`src/rtl/mdio_pkg.sv`:
```
`timescale 1ns/1ps
package mdio_pkg;
    localparam int FRAME_BITS = 64;
    localparam int PRE_LAST   = 31;
    localparam int HDR_LAST   = 45;
    localparam int TA_LAST    = 47;
    localparam int DATA_LAST  = 63;

    typedef enum logic [2:0] {
        ST_IDLE,
        ST_ARM,
        ST_PRE,
        ST_HDR,
        ST_TA,
        ST_DATA
    } mdio_state_e;
endpackage

```
`src/rtl/mdio_clkdiv.sv`:
```
`timescale 1ns/1ps
module mdio_clkdiv #(
    parameter int HALF_DIV = 2
) (
    input  logic clk,
    input  logic rst_n,
    input  logic en,
    output logic mdc,
    output logic rise_tick,
    output logic fall_tick
);
    localparam int CW = $clog2(HALF_DIV + 1);

    logic [CW-1:0] cnt_q;
    logic          at_end;

    assign at_end    = (cnt_q == CW'(HALF_DIV - 1));
    assign rise_tick = en && at_end && !mdc;
    assign fall_tick = en && at_end && mdc;

    always_ff @(posedge clk or negedge rst_n) begin
        if (!rst_n) begin
            cnt_q <= '0;
            mdc   <= 1'b0;
        end else if (en) begin
            if (at_end) begin
                cnt_q <= '0;
                mdc   <= ~mdc;
            end else begin
                cnt_q <= cnt_q + 1'b1;
            end
        end
    end

    // a cleared enable freezes the clock level
    p_mdc_frozen_r8: assert property (@(posedge clk) disable iff (!rst_n)
        !en |=> $stable(mdc));
endmodule

```
`src/rtl/mdio_frame_fsm.sv`:
```
`timescale 1ns/1ps
module mdio_frame_fsm
    import mdio_pkg::*;
(
    input  logic        clk,
    input  logic        rst_n,
    input  logic        start,
    input  logic        is_wr,
    input  logic [4:0]  phy,
    input  logic [4:0]  regad,
    input  logic [15:0] wdata,
    input  logic        rise_tick,
    input  logic        fall_tick,
    input  logic        mdio_i,
    output logic        busy,
    output logic        mdio_o,
    output logic        mdio_oe,
    output logic [15:0] rdata,
    output logic        rd_fail
);
    mdio_state_e state_q, state_d;
    logic [5:0]  idx_q;
    logic [FRAME_BITS-1:0] shreg_q;
    logic        wr_q;

    always_ff @(posedge clk or negedge rst_n) begin
        if (!rst_n) state_q <= ST_IDLE;
        else        state_q <= state_d;
    end

    always_comb begin
        state_d = state_q;
        unique case (state_q)
            ST_IDLE: if (start) state_d = ST_ARM;
            ST_ARM:  if (fall_tick) state_d = ST_PRE;
            ST_PRE:  if (fall_tick && idx_q == 6'(PRE_LAST))  state_d = ST_HDR;
            ST_HDR:  if (fall_tick && idx_q == 6'(HDR_LAST))  state_d = ST_TA;
            ST_TA:   if (fall_tick && idx_q == 6'(TA_LAST))   state_d = ST_DATA;
            ST_DATA: if (fall_tick && idx_q == 6'(DATA_LAST)) state_d = ST_IDLE;
            default: state_d = ST_IDLE;
        endcase
    end

    always_comb begin
        busy    = (state_q != ST_IDLE);
        mdio_o  = shreg_q[FRAME_BITS-1];
        mdio_oe = 1'b0;
        unique case (state_q)
            ST_PRE, ST_HDR: mdio_oe = 1'b1;
            ST_TA, ST_DATA: mdio_oe = wr_q;
            default:        mdio_oe = 1'b0;
        endcase
    end

    always_ff @(posedge clk or negedge rst_n) begin
        if (!rst_n) begin
            shreg_q <= '1;
            idx_q   <= '0;
            wr_q    <= 1'b0;
            rdata   <= '0;
            rd_fail <= 1'b0;
        end else begin
            if (start && state_q == ST_IDLE) begin
                shreg_q <= {32'hFFFF_FFFF, 2'b01, (is_wr ? 2'b01 : 2'b10), phy, regad,
                            (is_wr ? {2'b10, wdata} : 18'h3FFFF)};
                wr_q    <= is_wr;
                idx_q   <= '0;
                rd_fail <= 1'b0;
            end else if (fall_tick && state_q != ST_IDLE && state_q != ST_ARM) begin
                shreg_q <= {shreg_q[FRAME_BITS-2:0], 1'b1};
                idx_q   <= idx_q + 1'b1;
            end
            if (rise_tick && !wr_q) begin
                if (state_q == ST_TA && idx_q == 6'(TA_LAST)) rd_fail <= mdio_i;
                if (state_q == ST_DATA) rdata <= {rdata[14:0], mdio_i};
            end
        end
    end
endmodule

```
`src/rtl/mdio_mgmt_master.sv`:
```
`timescale 1ns/1ps
module mdio_mgmt_master #(
    parameter int HALF_DIV = 2,
    parameter int ADDR_W   = 4
) (
    input  logic              clk,
    input  logic              rst_n,
    input  logic              reg_wr,
    input  logic [ADDR_W-1:0] reg_addr,
    input  logic [7:0]        reg_wdata,
    output logic [7:0]        reg_rdata,
    output logic              mdc,
    output logic              mdio_o,
    output logic              mdio_oe,
    input  logic              mdio_i
);
    localparam logic [ADDR_W-1:0] A_WD_LO = ADDR_W'(0);
    localparam logic [ADDR_W-1:0] A_WD_HI = ADDR_W'(1);
    localparam logic [ADDR_W-1:0] A_PHYRG = ADDR_W'(2);
    localparam logic [ADDR_W-1:0] A_CTRL  = ADDR_W'(3);
    localparam logic [ADDR_W-1:0] A_RD_LO = ADDR_W'(4);
    localparam logic [ADDR_W-1:0] A_RD_HI = ADDR_W'(5);
    localparam logic [ADDR_W-1:0] A_ST2   = ADDR_W'(6);
    localparam logic [ADDR_W-1:0] A_ST3   = ADDR_W'(7);
    localparam logic [ADDR_W-1:0] A_CORE  = ADDR_W'(8);

    logic [7:0]  wd_lo_q, wd_hi_q, phyrg_q;
    logic [1:0]  phy_hi_q;
    logic        dir_wr_q;
    logic        mdc_en_q;
    logic        busy, start, rise_tick, fall_tick, rd_fail;
    logic [15:0] rdata;
    logic        unused_bits;

    assign unused_bits = ^reg_wdata[6:3];
    assign start = reg_wr && (reg_addr == A_CTRL) && reg_wdata[7] && !busy;

    always_ff @(posedge clk or negedge rst_n) begin
        if (!rst_n) begin
            wd_lo_q  <= '0;
            wd_hi_q  <= '0;
            phyrg_q  <= '0;
            phy_hi_q <= '0;
            dir_wr_q <= 1'b0;
            mdc_en_q <= 1'b0;
        end else if (reg_wr) begin
            if (reg_addr == A_WD_LO) wd_lo_q <= reg_wdata;
            if (reg_addr == A_WD_HI) wd_hi_q <= reg_wdata;
            if (reg_addr == A_PHYRG) phyrg_q <= reg_wdata;
            if (reg_addr == A_CTRL && !busy) begin
                phy_hi_q <= reg_wdata[1:0];
                dir_wr_q <= reg_wdata[2];
            end
            if (reg_addr == A_CORE) mdc_en_q <= reg_wdata[4];
        end
    end

    always_comb begin
        reg_rdata = 8'h00;
        unique case (reg_addr)
            A_WD_LO: reg_rdata = wd_lo_q;
            A_WD_HI: reg_rdata = wd_hi_q;
            A_PHYRG: reg_rdata = phyrg_q;
            A_CTRL:  reg_rdata = {busy, 4'b0000, dir_wr_q, phy_hi_q};
            A_RD_LO: reg_rdata = rdata[7:0];
            A_RD_HI: reg_rdata = rdata[15:8];
            A_ST2:   reg_rdata = 8'h00;
            A_ST3:   reg_rdata = {rd_fail, 7'b0};
            A_CORE:  reg_rdata = {3'b000, mdc_en_q, 4'b0000};
            default: reg_rdata = 8'h00;
        endcase
    end

    mdio_clkdiv #(.HALF_DIV(HALF_DIV)) u_div (
        .clk       (clk),
        .rst_n     (rst_n),
        .en        (mdc_en_q),
        .mdc       (mdc),
        .rise_tick (rise_tick),
        .fall_tick (fall_tick)
    );

    mdio_frame_fsm u_fsm (
        .clk       (clk),
        .rst_n     (rst_n),
        .start     (start),
        .is_wr     (reg_wdata[2]),
        .phy       ({reg_wdata[1:0], phyrg_q[7:5]}),
        .regad     (phyrg_q[4:0]),
        .wdata     ({wd_hi_q, wd_lo_q}),
        .rise_tick (rise_tick),
        .fall_tick (fall_tick),
        .mdio_i    (mdio_i),
        .busy      (busy),
        .mdio_o    (mdio_o),
        .mdio_oe   (mdio_oe),
        .rdata     (rdata),
        .rd_fail   (rd_fail)
    );

    // the data line only moves with a falling management clock
    p_mdio_on_fall_r9: assert property (@(posedge clk) disable iff (!rst_n)
        !$stable(mdio_o) |-> $fell(mdc));
    // the driver is switched on at a falling edge
    p_oe_on_fall_r5: assert property (@(posedge clk) disable iff (!rst_n)
        $rose(mdio_oe) |-> $fell(mdc));
    // busy ends together with the last falling edge
    p_done_on_fall_r2: assert property (@(posedge clk) disable iff (!rst_n)
        $fell(busy) |-> $fell(mdc));
    // no clock activity without the enable bit
    p_mdc_needs_en_r8: assert property (@(posedge clk) disable iff (!rst_n)
        !$stable(mdc) |-> $past(mdc_en_q));
    // control byte held during a transaction
    p_busy_write_ignored_r3: assert property (@(posedge clk) disable iff (!rst_n)
        (reg_wr && reg_addr == A_CTRL && busy) |=> $stable({dir_wr_q, phy_hi_q}));
endmodule

```
`config.mk`:
```
export PLATFORM = sky130hd
export DESIGN_NAME = mdio_mgmt_master
export DESIGN_NICKNAME = d
export VERILOG_FILES = /design/src/rtl/mdio_pkg.sv /design/src/rtl/mdio_clkdiv.sv /design/src/rtl/mdio_frame_fsm.sv /design/src/rtl/mdio_mgmt_master.sv
export SDC_FILE = /design/constraint.sdc
export NUM_CORES = 1
export LEC_CHECK = 0
export BUFFER_PORTS_ARGS = -buffer_cell sky130_fd_sc_hd__buf_2
export CAP_MARGIN = 20
export CELL_PAD_IN_SITES_DETAIL_PLACEMENT = 1
export CELL_PAD_IN_SITES_GLOBAL_PLACEMENT = 1
export CORE_AREA = 2 2 141 143
export CTS_CLUSTER_SIZE = 30
export DETAILED_ROUTE_END_ITERATION = 8
export DIE_AREA = 0 0 143 145
export PLACE_DENSITY_LB_ADDON = 0.1
export REMOVE_ABC_BUFFERS = 1
export SYNTH_ARGS = -nofsm -noshare
export SYNTH_HDL_FRONTEND = slang
export SYNTH_SLANG_ARGS = --single-unit
```
`constraint.sdc`:
```
create_clock -name clk -period 2.2 [get_ports clk]
set_clock_uncertainty 0.15 [all_clocks]
set_input_delay 0.55 -clock clk [delete_from_list [all_inputs] [get_ports clk]]
set_output_delay 0.55 -clock clk [all_outputs]
set_load 0.03 [all_outputs]
```
# == Yosys cells after proc, flatten, opt, wreduce, memory -nomap -nowiden ==
# Index checks and enable logic that the tools add are counted.
# Widths: inputs -> output; s select.
# totals
wordCells,93
input_bits,16
register_bits,122
output_inout_bits,11
# classes
n_mux,19
reduce_logical,33
eq_ne,24
bitwise,1
add_sub_neg,2
# ops
op,count
$mux 64,2
$pmux 8 s8,1
$eq 6x6->1 const B,3
$mux 3,6
$pmux 3 s6,1
$mux 17,1
$logic_and 1x1->1,16
$reduce_and 2->1,7
$eq 4x3->1 const B,3
$mux 6,2
$ne 2x1->1 const B,6
$eq 4x2->1 const B,2
$add 6x1->6 const B,1
$eq 3x2->1 const B,2
$eq 3x3->1 const B,2
$eq 6x5->1 const B,1
$reduce_and 6->1,1
$eq 4x1->1 const B,1
$eq 4x4->1 const B,1
$logic_not 4->1,1
$mux 2,2
$reduce_or 2->1,2
$eq 3x1->1 const B,1
$logic_not 1->1,3
other kinds (9),11

# == Depth between registers and ports, before layout ==
# Gate-level depths: netlist (run 1).
# logic_depth
ltp_word,8
depth_mapped,7
mapped_depth_nobuf,5

# == By module ==
# Synthesis (run 1) repeated with hierarchy kept, for this count alone.
# hier_totals
hier_cells,549
hier_area_um2,5819.3
# modules_own_cells
mod,cells_each,area_each_um2,instances
mdio_frame_fsm,418,4136.5,1
mdio_mgmt_master,121,1544.0,1
mdio_clkdiv,10,138.9,1

# == Worst setup path after synthesis (run 1) ==
# Ideal clock, no wire load.
# synth_path
kind,input to output
from,input port reg_addr[2]
to,output port reg_rdata[4]
cell_stages,6
path_buffers,2
t_arrival_ns,1.794
slack_ns,-0.294
t_required_ns,1.500
cell_sequence,buf_6 > buf_2 > mux2i_1 > nor2_1 > a21oi_1 > o21ai_0
# synth_between
elab_chain_len,2
# synth_lines
element,line_no,rtl
start: declaration,mdio_mgmt_master.sv:9,"input logic [ADDR_W-1:0] reg_addr,"
"$eq 4x4->1, or another cell as far along",mdio_mgmt_master.sv:60,unique case (reg_addr)
$pmux 8 s8 *,mdio_mgmt_master.sv:60,
end: declaration,mdio_mgmt_master.sv:11,"output logic [7:0] reg_rdata,"
# Every way passes the cells marked *; elsewhere a longest branch is shown, timed or not.

# == Worst setup path after layout (run 1) ==
# layout_path
from,register wd_hi_q[6]
to,output port reg_rdata[6]
# layout_between
elab_chain_len,1
# layout_lines
element,line_no,rtl
start: declaration,mdio_mgmt_master.sv:27,"logic [7:0] wd_lo_q, wd_hi_q, phyrg_q;"
start signal: assignment,mdio_mgmt_master.sv:48,if (reg_addr == A_WD_HI) wd_hi_q <= reg_wdata;
$pmux 8 s8,mdio_mgmt_master.sv:60,
# No other way between the ends.

==> flow_metrics.tcl, run 1 <==
set metrics [dict create \
    worst-r2r-setup-slack_ns 0.24 \
    synth-edff-count 0 \
    timing.rr.start "u_fsm.state_q[1]$_DFFE_PN0P_" \
    finalHoldViolCount 0 \
    worst-path-max-fanout 2 \
    firstDrtPassIters 6 \
    area.growth.synth_to_final_pct 29.6 \
    p_int_mw 6.19 \
    maximum_number_of_pins_on_one_net_before_global_route_repair 42 \
    via_count 4219 \
    diodes 0 \
    grt_antenna_before_repair 0 \
    post-route-util_pct 38.3 \
    drt_iter0_drc 164 \
    critical_path_depth 4 \
    overflow 0 \
    timing_worst_setup_path_type "flop to primary output" \
    worst-endpoint-arrival_ns 1.66 \
    pwr-share-clk_pct 34.3 \
    ant_nets 0 \
    die_w_um 143 \
    startpoint "wd_hi_q[6]$_DFFE_PN0P_" \
    routed_via_density 4.86 \
    grt_setup_unrepaired "yes" \
    cts_buffers 17 \
    ys_top_cells_by_area "sky130_fd_sc_hd__dfstp_2, sky130_fd_sc_hd__dfrtp_1, sky130_fd_sc_hd__mux2_2" \
    clock.fmax_mhz 423 \
    htree_levels 4 \
    worst_slew_margin_rel_pct 68.6 \
    vdd_drop_max_mv 0.589 \
    crit_end "reg_rdata[6]" \
    start_kind "flop" \
    dpl_worst_slack_ns -0.416 \
    port-buffer-count 26 \
    multi_input_comb_area_um2 2490 \
    cp_num_buf_inv 1 \
    number_of_global_route_vias_before_repair 4612 \
    synth_cells 532 \
    worst_skew_pair.late_latency_ns 0.42 \
    power_frac_seq_pct 44.4 \
    yosys_warnings 0 \
    static-leakage-power_nw 3.22 \
    synth.lib_cells_used.distinct 55 \
    syn-cell-area_um2 5680 \
    final_period_util_pct 107 \
    number_of_buffers_inserted_for_hold_repair_after_clock_tree_synthesis 0 \
    fraction_of_final_layout_cells_with_drive_strength_greater_than_1_pct 41.9 \
    path_cells "mux2_2 -> a222oi_1 -> nand2_1 -> buf_6" \
    dominantRegCellSynth "sky130_fd_sc_hd__dfstp_2" \
    finalCriticalPeriod_ns 2.36 \
    min-delay-path-class "primary input to asynchronous set/reset pin" \
    place_area_um2 6390 \
    cap_violations 0 \
    synth-async-reset-ratio_pct 100 \
    crit_path_end_kind "primary output" \
    dieArea_um2 20700 \
    start_util_pct 29.6 \
    outcome "finished with violations" \
    share_comb_of_total_power_pct 21.3 \
    globalRouteTotalUtil_pct 15.8 \
    net-switching-power_mw 2.69 \
    synth.avg_cell_area_um2 10.7 \
    ff_latch_area_um2 3140 \
    remaining_drc_errors 0 \
    wire_length_of_the_first_global_routing_pass_um 25500 \
    synth-seq-cells 122 \
    critPathTopFamily "flip-flops" \
    powerDensity_nw_per_um2 1210 \
    setup_viol 8 \
    wl_per_cell_um 17.6 \
    cp_slowest_stage_delay_ns 0.41 \
    final_net_count 609 \
    row_count 51 \
    path_clk_slew_ns 0.06 \
    clkSinkCount 122 \
    core_um2 19200 \
    worst_ep_required_time_ns 1.50 \
    ios 27 \
    dpl.hpwl_um 10400 \
    timing.final.ws_setup_ns -0.165 \
    violations "setup timing" \
    detail_route.wirelength_um 15300 \
    design_power_total_mw 8.88 \
    regToRegEndpoint "u_fsm.rd_fail$_DFF_PN0_" \
    power.share.switching_pct 30.3 \
    cts_buffer_depth 2 \
    worstRegToRegCells 5 \
    finalMaxSlewViolations 0 \
    timing_worst_slew_pin_value_ns 0.471 \
    tritoncts "built" \
    postLayoutCellArea_um2 7360 \
    gp_congestion 0.779 \
    die-height_um 145 \
    fill_cells 2116 \
    synth_top_cell_area_share_pct 29.6 \
    synth_sequential_area_ratio_pct 55.2 \
    synth_top_cell_by_area "sky130_fd_sc_hd__dfstp_2" \
    cts-root-buf "sky130_fd_sc_hd__clkbuf_16" \
    crit_slowest_cell "sky130_fd_sc_hd__dfrtp_1" \
]
## area by class of cell
type,count,area share [%]
Sequential cell,122,42.6
Clock inverter,15,2.91
Clock buffer,17,5.78
Timing Repair Buffer,78,10.0
Inverter,5,0.255
Tap cell,265,4.51
Multi-Input combinational cell,367,33.9
## power by group through the flow
stage	Combinational [mW]	Sequential [mW]	Clock, mW
2_1_floorplan	1.19	3.83	0
3_3_place_gp	1.73	3.95	0
3_5_place_dp	1.81	3.97	0
4_1_cts	1.90	3.95	3.12
5_1_grt	2.16	4.06	3.22
6_report	1.89	3.94	3.05
## placed cells by master (no fill, tap or decap), drive strengths merged, types with 3 or more instances in the layout
master and n:
nor4b 3, nor4 3, nor2 16, clkinv 5
a222oi 3, a22oi 13, a41oi 3, dfstp 64
clkbuf 17, mux2 47, nor3 5, inv 9
bufinv 4, a221oi 4, xnor2 5, nand4 3
nand3 48, mux2i 8, nor3b 18, and4 3
dfrtp 58, o21ai 6, nand2 131, a31oi 19
buf 78
## kinds of logic after synthesis
logic type               after synthesis  share of synthesized area (%)
multiplexers                          55                           10.7
flip-flops                           122                           55.2
adder cells (fa/ha/maj)                2                          0.441
XOR/XNOR                               6                          0.926
buffers and inverters                 43                           3.53
AND/OR/NAND/NOR                      244                           21.5
AO/OA/AOI/OAI                         60                           7.65
## stage by stage
stage,setup TNS [ns],hold WS (ns),cells
2_1_floorplan,-35.99,0.104,494
3_3_place_gp,-4.52,0.310,825
3_5_place_dp,-4.71,0.315,825
4_1_cts,-0.968,0.221,868
5_1_grt,-1.43,0.236,869
6_report,-0.795,0.222,869
## how the worst min path moves through the flow
| stage | startpoint | end | slack [ns] | cells after the start |
|---|---|---|---|---|
| 6_report | rst_n | u_fsm.shreg_q[48]$_DFFE_PN1P_ | 0.22 | 1 |
| 2_1_floorplan | rst_n | dir_wr_q$_DFFE_PN0P_ | 0.10 | 0 |
| 3_3_place_gp | u_fsm.shreg_q[23]$_DFFE_PN1P_ | u_fsm.shreg_q[23]$_DFFE_PN1P_ | 0.31 | 2 |
| 5_1_grt | mdio_i | u_fsm.rdata[0]$_DFFE_PN0P_ | 0.24 | 2 |
| 4_1_cts | mdio_i | u_fsm.rdata[0]$_DFFE_PN0P_ | 0.22 | 2 |
| 3_5_place_dp | u_fsm.shreg_q[28]$_DFFE_PN1P_ | u_fsm.shreg_q[28]$_DFFE_PN1P_ | 0.32 | 2 |
## registers in the layout (all words and copies together) (netlist names)
name and flops:
wd_hi_q 8, mdc_en_q 1, u_div.mdc 1, u_fsm.wr_q 1
u_fsm.rd_fail 1, u_fsm.idx_q 6, u_fsm.state_q 3, wd_lo_q 8
u_fsm.shreg_q 64, dir_wr_q 1, u_div.cnt_q 2, u_fsm.rdata 16
phy_hi_q 2, phyrg_q 8
## synth_stat cells, drive strengths merged (2+ instances only)
cell and instances:
a21oi 2, clkbuf 18, buf 20, nand2 131, a211oi 2, a41oi 3
a222oi 3, ha 2, nand4 3, nor3 5, nand3 48, inv 5
mux2i 8, and2 2, o21ai 6, xnor2 5, dfrtp 58, a221o 2
nor4 3, a22oi 13, nor3b 18, and3b 2, dfstp 64, nor4b 3
and4 3, nor2 16, a31oi 19, nor2b 2, a221oi 4, mux2 47
## metal layers
layer	vias up	track usage (%)	share of wire (%)
li1	2007	-	-
met1	2155	21.5	48
met2	49	25.3	49
met3	8	3.56	2.6
met4	0	3.86	0.67
met5	-	0	0
## repair_timing
action                                  4_1_cts  5_1_grt
gates cloned                                  0        0
hold endpoints to repair                      0        0
pin swaps                                    17        7
buffers inserted                             12        1
endpoints found under the setup margin        9        9
resized for setup                            50       12
Power figures use the tool's default switching activity.
==> inputs of run 2 (changes only) <==
Settings changed: BUFFER_PORTS_ARGS -buffer_cell sky130_fd_sc_hd__buf_2 to -buffer_cell sky130_fd_sc_hd__clkbuf_2, RECOVER_POWER from default to 100.
==> flow_metrics.tcl, run 2 (synthesis gave the netlist of run 1 again) <==
set metrics [dict create \
    grt_setup_unrepaired "yes" \
    layout.cells.most_common "sky130_fd_sc_hd__nand2_1" \
    path_cells "clkbuf_16 -> buf_16 -> nor4b_4 -> clkbuf_1 -> a22oi_1 -> nand2_1 -> buf_8" \
    timing_worst_setup_path_type "primary input to primary output" \
    timing_worst_slew_pin_value_ns 0.959 \
    finalMaxSlewViolations 0 \
    start_kind "primary input" \
    final_period_util_pct 114 \
    cts_buffers 17 \
    cap_violations 0 \
    setup_viol 9 \
    ios 27 \
    drt_iter0_drc 203 \
    worst_ep_required_time_ns 1.50 \
    ff_latch_area_um2 3130 \
    wl_per_cell_um 17.5 \
    multi_input_comb_area_um2 2390 \
    layout_top_registers "u_fsm.shreg_q x64, u_fsm.rdata x16" \
    detail_route.wirelength_um 15100 \
    worst_skew_pair.late_latency_ns 0.42 \
    ant_nets 0 \
    dieArea_um2 20700 \
    fill_cells 2115 \
    crit_slowest_cell "sky130_fd_sc_hd__clkbuf_1" \
    die_w_um 143 \
    core_um2 19200 \
    vdd_drop_max_mv 0.602 \
    die-height_um 145 \
    violations "setup timing" \
    critPathTopFamily "buffers and inverters" \
    min-delay-start "mdio_i" \
    worst_slew_margin_rel_pct 36.1 \
    port-buffer-count 26 \
    htree_levels 4 \
    globalRouteTotalUtil_pct 15.7 \
    largest_register_ff_count 64 \
    number_of_buffers_inserted_for_hold_repair_after_clock_tree_synthesis 0 \
    path_clk_slew_ns 0.06 \
    gp_congestion 0.755 \
    routed_via_density 4.88 \
    tns_ns -2.14 \
    worst-endpoint-arrival_ns 1.81 \
    remaining_drc_errors 0 \
    post-route-util_pct 37.3 \
    powerDensity_nw_per_um2 1230 \
    most-common-layout-cells "sky130_fd_sc_hd__nand2_1, sky130_fd_sc_hd__dfstp_2, sky130_fd_sc_hd__dfrtp_1" \
    cp_num_buf_inv 4 \
    via_count 4213 \
    row_count 51 \
    final_net_count 603 \
    clock.fmax_mhz 399 \
    number_of_global_route_vias_before_repair 4514 \
    start_util_pct 29.6 \
    area.growth.synth_to_final_pct 26.3 \
    worst-path-max-fanout 5 \
    cts-root-buf "sky130_fd_sc_hd__clkbuf_16" \
    cp_slowest_stage_delay_ns 0.29 \
    outcome "finished with violations" \
    wire_length_of_the_first_global_routing_pass_um 25200 \
    dpl.hpwl_um 10300 \
    startpoint "reg_addr[2]" \
    clkSinkCount 122 \
    globalRouteMet2Util_pct 24.4 \
    grt_antenna_before_repair 0 \
    design_power_total_mw 8.79 \
    timing.final.ws_setup_ns -0.306 \
    crit_path_end_kind "primary output" \
    fraction_of_final_layout_cells_with_drive_strength_greater_than_1_pct 36.8 \
    regMostFlops "u_fsm.shreg_q" \
    tritoncts "built" \
    finalCriticalPeriod_ns 2.51 \
    gr-max-usage-layer "met2" \
    diodes 0 \
    globalRouteMet3Util_pct 3.66 \
    cts_buffer_depth 2 \
    grt_util_met1_pct 21.5 \
    timing.rr.start "mdc_en_q$_DFFE_PN0P_" \
    min-delay-path-class "primary input to flop" \
    firstDrtPassIters 5 \
    finalHoldViolCount 0 \
    static-leakage-power_nw 3.13 \
    overflow 0 \
    maximum_number_of_pins_on_one_net_before_global_route_repair 69 \
]
-- run 2: cell types whose count changed in the layout (fill, tap and decap cells not counted), sizes merged --
cell	change
buf	-41
bufinv	+1
clkbuf	+37
clkinvlp	+1
inv	-4
-- run 2: power by group --
group | internal, mW | switching [mW] | leakage (nW)
combinational | 0.786 | 0.973 | 1.43
clock | 2.06 | 1.03 | 0.308
sequential | 3.39 | 0.561 | 1.39
-- run 2: path summary, 6_finish.rpt --
check	end	slack, ns	cells past startpoint
setup reg to reg	u_fsm.shreg_q[16]$_DFFE_PN1P_	0.02	5
hold reg to reg	u_fsm.shreg_q[31]$_DFFE_PN1P_	0.32	2
max in group asynchronous	u_fsm.idx_q[2]$_DFFE_PN0P_	0.22	2
min in group asynchronous	u_fsm.shreg_q[49]$_DFFE_PN1P_	0.55	1
setup / recovery	reg_rdata[2]	-0.31	7
hold / removal	u_fsm.rd_fail$_DFF_PN0_	0.24	3
-- run 2: final cells by class --
type / instances / area share, %
clock buffer: 19 / 6.32
clock inverter: 13 / 2.76
inverter: 5 / 0.262
multi-input combinational: 367 / 33.3
sequential: 122 / 43.7
tap: 265 / 4.63
timing repair buffer: 72 / 8.99
-- run 2: through the flow --
stage | instance area, µm² | setup WS (ns) | hold WS, ns | instances
final | 7170 | -0.306 | 0.237 | 863
after global routing | 7170 | -0.373 | 0.247 | 863
after CTS | 7270 | -0.300 | 0.111 | 862
after detailed placement | 6390 | -0.419 | 0.316 | 826
after global placement | 6390 | -0.409 | 0.309 | 826
after floorplan | 5500 | -0.678 | 0.104 | 494
-- run 2: layer usage --
metal / up-vias / part of all wire (%)
li1: 1984 / -
met1: 2175 / 48
met2: 42 / 49
met3: 12 / 2.2
met4: 0 / 1.1
met5: - / 0
-- run 2: worst register-to-register path: cells and delay by family, from the launching register on --
family | cells | cell delay (ns)
flops | 1 | 0.50
buf+inv | 1 | 0.37
simple gates | 3 | 0.78
compound gates | 1 | 0.30
-- run 2: what timing repair did --
action                                  CTS  global route
resized for setup                        41            12
pin swaps                                 9             6
endpoints found under the hold margin     0             0
setup buffers                             3             1
endpoints found under the setup margin    9             9
cloned                                    1             0
